$ cat config.mk
export PLATFORM = sky130hd
export DESIGN_NAME = beep_pattern_gen
export DESIGN_NICKNAME = d
export VERILOG_FILES = /design/src/rtl/beep_pkg.sv /design/src/rtl/beep_field_mux.sv /design/src/rtl/beep_timer.sv /design/src/rtl/beep_seq_fsm.sv /design/src/rtl/beep_pattern_gen.sv
export SDC_FILE = /design/constraint.sdc
export NUM_CORES = 1
export LEC_CHECK = 0
export BUFFER_PORTS_ARGS = -buffer_cell sky130_fd_sc_hd__buf_2
export CAP_MARGIN = 20
export CORE_MARGIN = 2
export CORE_UTILIZATION = 40
export CTS_BUF_LIST = sky130_fd_sc_hd__clkbuf_16
export DETAILED_ROUTE_END_ITERATION = 7
export SLEW_MARGIN = 20
export SYNTH_ARGS = -nofsm -noshare
export SYNTH_HDL_FRONTEND = slang
export SYNTH_SLANG_ARGS = --single-unit
$ cat constraint.sdc
create_clock -name clk -period 5.7 [get_ports clk]
set_input_delay 1.14 -clock clk [delete_from_list [all_inputs] [get_ports clk]]
set_output_delay 1.14 -clock clk [all_outputs]
set_load 0.02 [all_outputs]
$ cat src/rtl/beep_pkg.sv
package beep_pkg;
  typedef enum logic [2:0] {
    ST_IDLE      = 3'd0,
    ST_BEEP_ON   = 3'd1,
    ST_BEEP_GAP  = 3'd2,
    ST_GROUP_GAP = 3'd3,
    ST_DONE      = 3'd4
  } beep_state_t;

  function automatic int max3(input int a, input int b, input int c);
    int m;
    m = (a > b) ? a : b;
    return (m > c) ? m : c;
  endfunction
endpackage

$ cat src/rtl/beep_field_mux.sv
module beep_field_mux #(
  parameter int GROUPS  = 4,
  parameter int FIELD_W = 2,
  localparam int CODE_W = GROUPS * FIELD_W,
  localparam int GRP_W  = (GROUPS > 1) ? $clog2(GROUPS) : 1
) (
  input  logic [CODE_W-1:0]  code,
  input  logic [GRP_W-1:0]   sel,
  output logic [FIELD_W-1:0] field
);
  logic [FIELD_W-1:0] fields [GROUPS];

  for (genvar g = 0; g < GROUPS; g++) begin : g_field
    assign fields[g] = code[g*FIELD_W +: FIELD_W];
  end

  always_comb begin
    field = '0;
    for (int i = 0; i < GROUPS; i++) begin
      if (sel == GRP_W'(i)) field = fields[i];
    end
  end
endmodule

$ cat src/rtl/beep_timer.sv
module beep_timer #(
  parameter int CNT_W = 8
) (
  input  logic             clk,
  input  logic             rst_n,
  input  logic             load,
  input  logic [CNT_W-1:0] load_val,
  output logic             expired
);
  logic [CNT_W-1:0] cnt_q;

  always_ff @(posedge clk) begin
    if (!rst_n)        cnt_q <= '0;
    else if (load)     cnt_q <= load_val;
    else if (cnt_q != '0) cnt_q <= cnt_q - 1'b1;
  end

  assign expired = (cnt_q == '0);

  // a running interval shrinks by one each cycle (sets every beep and gap length)
  assert_timer_step_R4: assert property (@(posedge clk) disable iff (!rst_n)
    (!load && cnt_q != '0) |=> (cnt_q == $past(cnt_q) - 1'b1));

  // a load lands exactly
  assert_timer_load_R4: assert property (@(posedge clk) disable iff (!rst_n)
    load |=> (cnt_q == $past(load_val)));
endmodule

$ cat src/rtl/beep_seq_fsm.sv
module beep_seq_fsm
  import beep_pkg::*;
#(
  parameter int GROUPS        = 4,
  parameter int FIELD_W       = 2,
  parameter int ON_CYC        = 3,
  parameter int GAP_CYC       = 2,
  parameter int GROUP_GAP_CYC = 5,
  parameter int CNT_W         = 8,
  localparam int CODE_W = GROUPS * FIELD_W,
  localparam int GRP_W  = (GROUPS > 1) ? $clog2(GROUPS) : 1
) (
  input  logic               clk,
  input  logic               rst_n,
  input  logic               req_valid,
  input  logic [CODE_W-1:0]  req_code,
  input  logic               single_req,
  input  logic               tmr_expired,
  output logic               tmr_load,
  output logic [CNT_W-1:0]   tmr_val,
  output logic [CODE_W-1:0]  code_q,
  output logic [GRP_W-1:0]   grp_q,
  input  logic [FIELD_W-1:0] cur_field,
  output logic               req_ready,
  output logic               tone_en,
  output logic               busy,
  output logic               done
);
  localparam logic [CNT_W-1:0] ON_LD  = CNT_W'(ON_CYC - 1);
  localparam logic [CNT_W-1:0] GAP_LD = CNT_W'(GAP_CYC - 1);
  localparam logic [CNT_W-1:0] GRP_LD = CNT_W'(GROUP_GAP_CYC - 1);

  beep_state_t        state_q, state_d;
  logic [FIELD_W-1:0] beep_idx_q, beep_idx_d;
  logic [CODE_W-1:0]  code_d;
  logic [GRP_W-1:0]   grp_d;
  logic               final_q, final_d;
  logic               last_in_group;

  assign last_in_group = (beep_idx_q == cur_field);

  always_comb begin
    state_d    = state_q;
    beep_idx_d = beep_idx_q;
    code_d     = code_q;
    grp_d      = grp_q;
    final_d    = final_q;
    tmr_load   = 1'b0;
    tmr_val    = ON_LD;
    unique case (state_q)
      ST_IDLE: begin
        if (req_valid) begin
          code_d     = req_code;
          grp_d      = GRP_W'(GROUPS - 1);
          beep_idx_d = '0;
          final_d    = 1'b0;
          state_d    = ST_BEEP_ON;
          tmr_load   = 1'b1;
          tmr_val    = ON_LD;
        end else if (single_req) begin
          code_d     = '0;
          grp_d      = '0;
          beep_idx_d = '0;
          final_d    = 1'b0;
          state_d    = ST_BEEP_ON;
          tmr_load   = 1'b1;
          tmr_val    = ON_LD;
        end
      end
      ST_BEEP_ON: begin
        if (tmr_expired) begin
          tmr_load = 1'b1;
          if (!last_in_group) begin
            beep_idx_d = beep_idx_q + 1'b1;
            state_d    = ST_BEEP_GAP;
            tmr_val    = GAP_LD;
          end else if (grp_q != '0) begin
            state_d = ST_GROUP_GAP;
            tmr_val = GRP_LD;
          end else begin
            final_d = 1'b1;
            state_d = ST_BEEP_GAP;
            tmr_val = GAP_LD;
          end
        end
      end
      ST_BEEP_GAP: begin
        if (tmr_expired) begin
          if (final_q) begin
            state_d = ST_DONE;
          end else begin
            state_d  = ST_BEEP_ON;
            tmr_load = 1'b1;
            tmr_val  = ON_LD;
          end
        end
      end
      ST_GROUP_GAP: begin
        if (tmr_expired) begin
          grp_d      = grp_q - 1'b1;
          beep_idx_d = '0;
          state_d    = ST_BEEP_ON;
          tmr_load   = 1'b1;
          tmr_val    = ON_LD;
        end
      end
      ST_DONE: begin
        final_d = 1'b0;
        state_d = ST_IDLE;
      end
      default: state_d = ST_IDLE;
    endcase
  end

  always_ff @(posedge clk) begin
    if (!rst_n) begin
      state_q    <= ST_IDLE;
      beep_idx_q <= '0;
      code_q     <= '0;
      grp_q      <= '0;
      final_q    <= 1'b0;
    end else begin
      state_q    <= state_d;
      beep_idx_q <= beep_idx_d;
      code_q     <= code_d;
      grp_q      <= grp_d;
      final_q    <= final_d;
    end
  end

  assign req_ready = (state_q == ST_IDLE);
  assign tone_en   = (state_q == ST_BEEP_ON);
  assign busy      = (state_q != ST_IDLE);
  assign done      = (state_q == ST_DONE);

  // done lasts one cycle and is followed by idle
  assert_done_pulse_R7: assert property (@(posedge clk) disable iff (!rst_n)
    done |=> (!done && !busy));

  // busy holds until the done cycle
  assert_busy_hold_R7: assert property (@(posedge clk) disable iff (!rst_n)
    (busy && !done) |=> busy);

  // a running sequence never offers ready
  assert_no_accept_busy_R2: assert property (@(posedge clk) disable iff (!rst_n)
    busy |-> !req_ready);

  // a group gap is only taken while groups remain
  assert_group_gap_R6: assert property (@(posedge clk) disable iff (!rst_n)
    (state_q == ST_GROUP_GAP) |-> (grp_q != '0));

  // beep index never passes the current field value
  assert_beep_idx_R3: assert property (@(posedge clk) disable iff (!rst_n)
    tone_en |-> (beep_idx_q <= cur_field));
endmodule

$ cat src/rtl/beep_pattern_gen.sv
module beep_pattern_gen
  import beep_pkg::*;
#(
  parameter int GROUPS        = 4,
  parameter int FIELD_W       = 2,
  parameter int ON_CYC        = 20000,
  parameter int GAP_CYC       = 20000,
  parameter int GROUP_GAP_CYC = 60000,
  localparam int CODE_W = GROUPS * FIELD_W,
  localparam int MAX_D  = max3(ON_CYC, GAP_CYC, GROUP_GAP_CYC),
  localparam int CNT_W  = (MAX_D > 1) ? $clog2(MAX_D) : 1
) (
  input  logic              clk,
  input  logic              rst_n,
  input  logic              req_valid,
  output logic              req_ready,
  input  logic [CODE_W-1:0] req_code,
  input  logic              single_req,
  output logic              tone_en,
  output logic              busy,
  output logic              done
);
  localparam int GRP_W = (GROUPS > 1) ? $clog2(GROUPS) : 1;

  logic               tmr_load, tmr_expired;
  logic [CNT_W-1:0]   tmr_val;
  logic [CODE_W-1:0]  code_q;
  logic [GRP_W-1:0]   grp_q;
  logic [FIELD_W-1:0] cur_field;

  beep_field_mux #(.GROUPS(GROUPS), .FIELD_W(FIELD_W)) u_mux (
    .code (code_q),
    .sel  (grp_q),
    .field(cur_field)
  );

  beep_timer #(.CNT_W(CNT_W)) u_tmr (
    .clk     (clk),
    .rst_n   (rst_n),
    .load    (tmr_load),
    .load_val(tmr_val),
    .expired (tmr_expired)
  );

  beep_seq_fsm #(
    .GROUPS(GROUPS), .FIELD_W(FIELD_W), .ON_CYC(ON_CYC), .GAP_CYC(GAP_CYC),
    .GROUP_GAP_CYC(GROUP_GAP_CYC), .CNT_W(CNT_W)
  ) u_fsm (
    .clk        (clk),
    .rst_n      (rst_n),
    .req_valid  (req_valid),
    .req_code   (req_code),
    .single_req (single_req),
    .tmr_expired(tmr_expired),
    .tmr_load   (tmr_load),
    .tmr_val    (tmr_val),
    .code_q     (code_q),
    .grp_q      (grp_q),
    .cur_field  (cur_field),
    .req_ready  (req_ready),
    .tone_en    (tone_en),
    .busy       (busy),
    .done       (done)
  );

  // first beep right after acceptance
  assert_start_R9: assert property (@(posedge clk) disable iff (!rst_n)
    (req_valid && req_ready) |=> (tone_en && busy));

  // the envelope never sounds outside a sequence
  assert_tone_in_seq_R7: assert property (@(posedge clk) disable iff (!rst_n)
    tone_en |-> (busy && !done));
endmodule

==> out/results.tsv <==
stage	metric	value	unit
outcome	status	completed	
sta	post-route setup slack	2.95	ns
final_layout	Util after Layout	46.8	%
power_and_ir_drop	Final Power	820	uW
floorplan	die span in y	70.9	um
grt	initial antenna violation count	0	
synth	dominant combinational cell family by area after synthesis	simple AND/OR/NAND/NOR gates	
clock_tree	CTS root buf	clkbuf_16	
placement	DP Wirelength	2850	um
synth	Synth Area in XOR/XNOR	6.37	%
final_layout	Post-Layout Cell Count	279	
detailed_routing	Pre-antenna DRT Iters	4	
clock_tree	H-Tree Level Count	2	
sta	Final Hold Viols	0	
sta	fin crit share	48.3	%
sta	clk_skew	0.00376	ns
clock_tree	hold bufs inserted after CTS	0	
placement	DP Area	1890	um^2
detailed_routing	Avg WL per Cell	14.0	um
clock_tree	clock latency on the worst-skew pair	0.27	ns
sta	max-slew violation count	0	
synth	mean area per synthesized cell	8.24	um^2
setup_path	WP data arrival	1.61	ns
setup_path	crit-path max cell delay	0.62	ns
detailed_routing	number of nets still failing antenna checks after routing	0	
floorplan	core area	4320	um^2
clock_tree	post-CTS sizing	0	
synth	async set-reset flop share out of synthesis	0	%
floorplan	num rows	24	
synth	Post-Synth Adder-Cell Area	4.20	%
clock_tree	TritonCTS clock tree	done	
synth	sequential share of the synthesized area	35.8	%
final_layout	fraction of layout cells with a size suffix above 1	14.5	%
power_and_ir_drop	P per Cell Area	406	nW/um^2
placement	placed cell count	274	
synth	Post-Synthesis Cells	217	
floorplan	Ports	16	
setup_path	Buf/Inv on CP	2	
grt	Total GRT Usage	16.8	%
detailed_routing	vias per inst	5.66	
detailed_routing	Via Count	1579	
setup_path	Startpoint Class	flop	
power_and_ir_drop	Pleak	0.740	nW
setup_path	WP data required	4.56	ns
placement	port bufs	15	
power_and_ir_drop	worst-case vdd ir drop	0.243	mV
floorplan	starting density of the core	41.3	%
detailed_routing	Initial DRC Count	157	
grt	first-pass GRT wire length	6730	um
final_layout	ant diodes	0	
sta	min cycle time layout	2.75	ns
grt	vias in the first global route	1427	
setup_path	delay-heaviest family, CP	simple AND/OR/NAND/NOR gates	
setup_path	slowest cell on the critical path	nor3_2	
sta	max_slew headroom	54.2	%
clock_tree	clock sink total	32	
sta	Sum Neg Setup Slack	0	ns
final_layout	Design Area, Final	2020	um^2
final_layout	fin nets	247	
detailed_routing	drt total wl	3890	um
placement	worst slack at placement	2.91	ns
floorplan	die width	70.9	um
synth	Post-Syn Nets	235	
sta	WHS	0.447	ns
synth	mux contribution to synthesized area	0.560	%
grt	pin count of the biggest net entering global routing	21	
sta	Setup Viol. Count Final	0	
job	Max-Cap Viols	0	
synth	Synth Cell Area	1790	um^2
clock_tree	Post-CTS Setup Repair Bufs	0	
clock_tree	Clock Path Buffers	2	
floorplan	Die ar.	5020	um^2
synth	Yosys warnings	0	
synth	Synth Register Bits	32	
setup_path	crit-path cells	nor3_2 -> inv_1 -> buf_2	
setup_path	Crit Path Class	reg -> out	
worst_hold_path	HP Class	reg -> reg	
synth	Post-Synth Simple-Gate Area	28.8	%
grt	total grt overflow	0	
synth	EDFF count, synth	0	
sta	Max Freq	363	MHz
sta	worst slew pin tran	0.684	ns
final_layout	area delta synth->final	13.1	%
setup_path	Crit. End Element	output pin	
clock_tree	total CTS buffers	5	
synth	Synth cell types	47	
clock_tree	Reg clk slew, reported paths	0.05	ns
detailed_routing	DRC violations left	0	
sta	RSZ-0062 raised after global routing	no	
setup_path	Crit Path Max Fanout	11	
placement	Final GP Congestion	0.788	
final_layout	most common cell after layout, fill and taps aside	dfxtp_1	
synth	compound-gate portion of the synthesized area	19.3	%
final_layout	most frequent cells in the layout	dfxtp_1 (32), nor2_1 (19), nand2_1 (17)	
synth	top_reg_cell synth	dfxtp_1	
worst paths after layout:
kind | start | depth (start not counted) | slack (ns) | to
max | u_fsm.state_q[0]$_SDFFE_PN0P_ | 3 | 2.95 | busy
min | u_fsm.code_q[7]$_SDFFE_PN0P_ | 2 | 0.45 | u_fsm.code_q[7]$_SDFFE_PN0P_
max reg2reg | u_tmr.cnt_q[0]$_SDFFE_PN0P_ | 7 | 3.18 | u_tmr.cnt_q[13]$_SDFFE_PN0P_
min reg2reg | u_fsm.code_q[7]$_SDFFE_PN0P_ | 2 | 0.45 | u_fsm.code_q[7]$_SDFFE_PN0P_
Yosys cell counts (2+ instances only):
| cell | n | area share, % |
|---|---|---|
| nand3_1 | 13 | 3.6 |
| nor4_1 | 5 | 1.7 |
| ha_1 | 6 | 4.2 |
| o21ai_0 | 4 | 1.1 |
| or4_1 | 3 | 1.3 |
| xor2_1 | 4 | 2.0 |
| a21boi_0 | 2 | 0.84 |
| a21oi_1 | 15 | 4.2 |
| o31ai_1 | 3 | 1.3 |
| xnor2_1 | 9 | 4.4 |
| inv_1 | 12 | 2.5 |
| a211oi_2 | 2 | 1.4 |
| nand3b_1 | 4 | 1.7 |
| and3_1 | 2 | 0.70 |
| a31oi_1 | 4 | 1.4 |
| nand4_1 | 4 | 1.4 |
| o21a_1 | 3 | 1.3 |
| dfxtp_1 | 32 | 36 |
| nor2_1 | 19 | 4.0 |
| nor3b_1 | 3 | 1.3 |
| nand2b_1 | 2 | 0.70 |
| a211oi_1 | 4 | 1.7 |
| nor3_1 | 11 | 3.1 |
| buf_2 | 2 | 0.56 |
| clkbuf_1 | 9 | 1.9 |
| nor4_2 | 3 | 2.1 |
| nand2_1 | 17 | 3.6 |
sequential cells by signal, summed over array words and instances (netlist names):
name and cells:
u_tmr.cnt_q 16, u_fsm.code_q 8, u_fsm.state_q 3, u_fsm.beep_idx_q 2
u_fsm.grp_q 2, u_fsm.final_q 1
area by class of cell:
| cell class | instances | area, um^2 |
|---|---|---|
| clock buffer | 5 | 125 |
| fill | 436 | 2300 |
| inverter | 12 | 45.0 |
| multi-input combinational | 162 | 1060 |
| sequential | 32 | 641 |
| tap | 52 | 65.1 |
| timing repair buffer | 16 | 82.6 |
kinds of logic (layout without fill, tap and decap cells):
logic type / after synthesis / after routing
and+or+nand+nor: 93 / 93
DFF: 32 / 32
muxes: 1 / 1
xor gates and xnor gates: 13 / 13
buffers and inverters: 23 / 33
adders and majority gates: 6 / 6
AOI/OAI and AO/OA: 49 / 49
routing by layer:
| metal | wire length (um) | up-vias | GRT usage [%] | part of all wire, % |
|---|---|---|---|---|
| met5 | 0 | - | 0 | 0 |
| li1 | - | 811 | - | - |
| met3 | 136 | 6 | 4.42 | 3.5 |
| met1 | 1970 | 735 | 24.1 | 51 |
| met2 | 1730 | 27 | 24.1 | 44 |
| met4 | 55 | 0 | 6.08 | 1.4 |
power by group:
group	internal [mW]	switching [mW]
Clock	0.153	0.0812
Sequential	0.260	0.0427
Combinational	0.117	0.167
Total	0.530	0.291
worst reg2reg max path, stage by stage (launching register included):
cell,delay [ns]
dfxtp_1,0.33
inv_1,0.12
ha_1,0.15
nor4b_2,0.33
nand4_1,0.50
o31ai_1,0.71
nor2_1,0.10
a211oi_2,0.20
(Power assumes the default switching activity.)
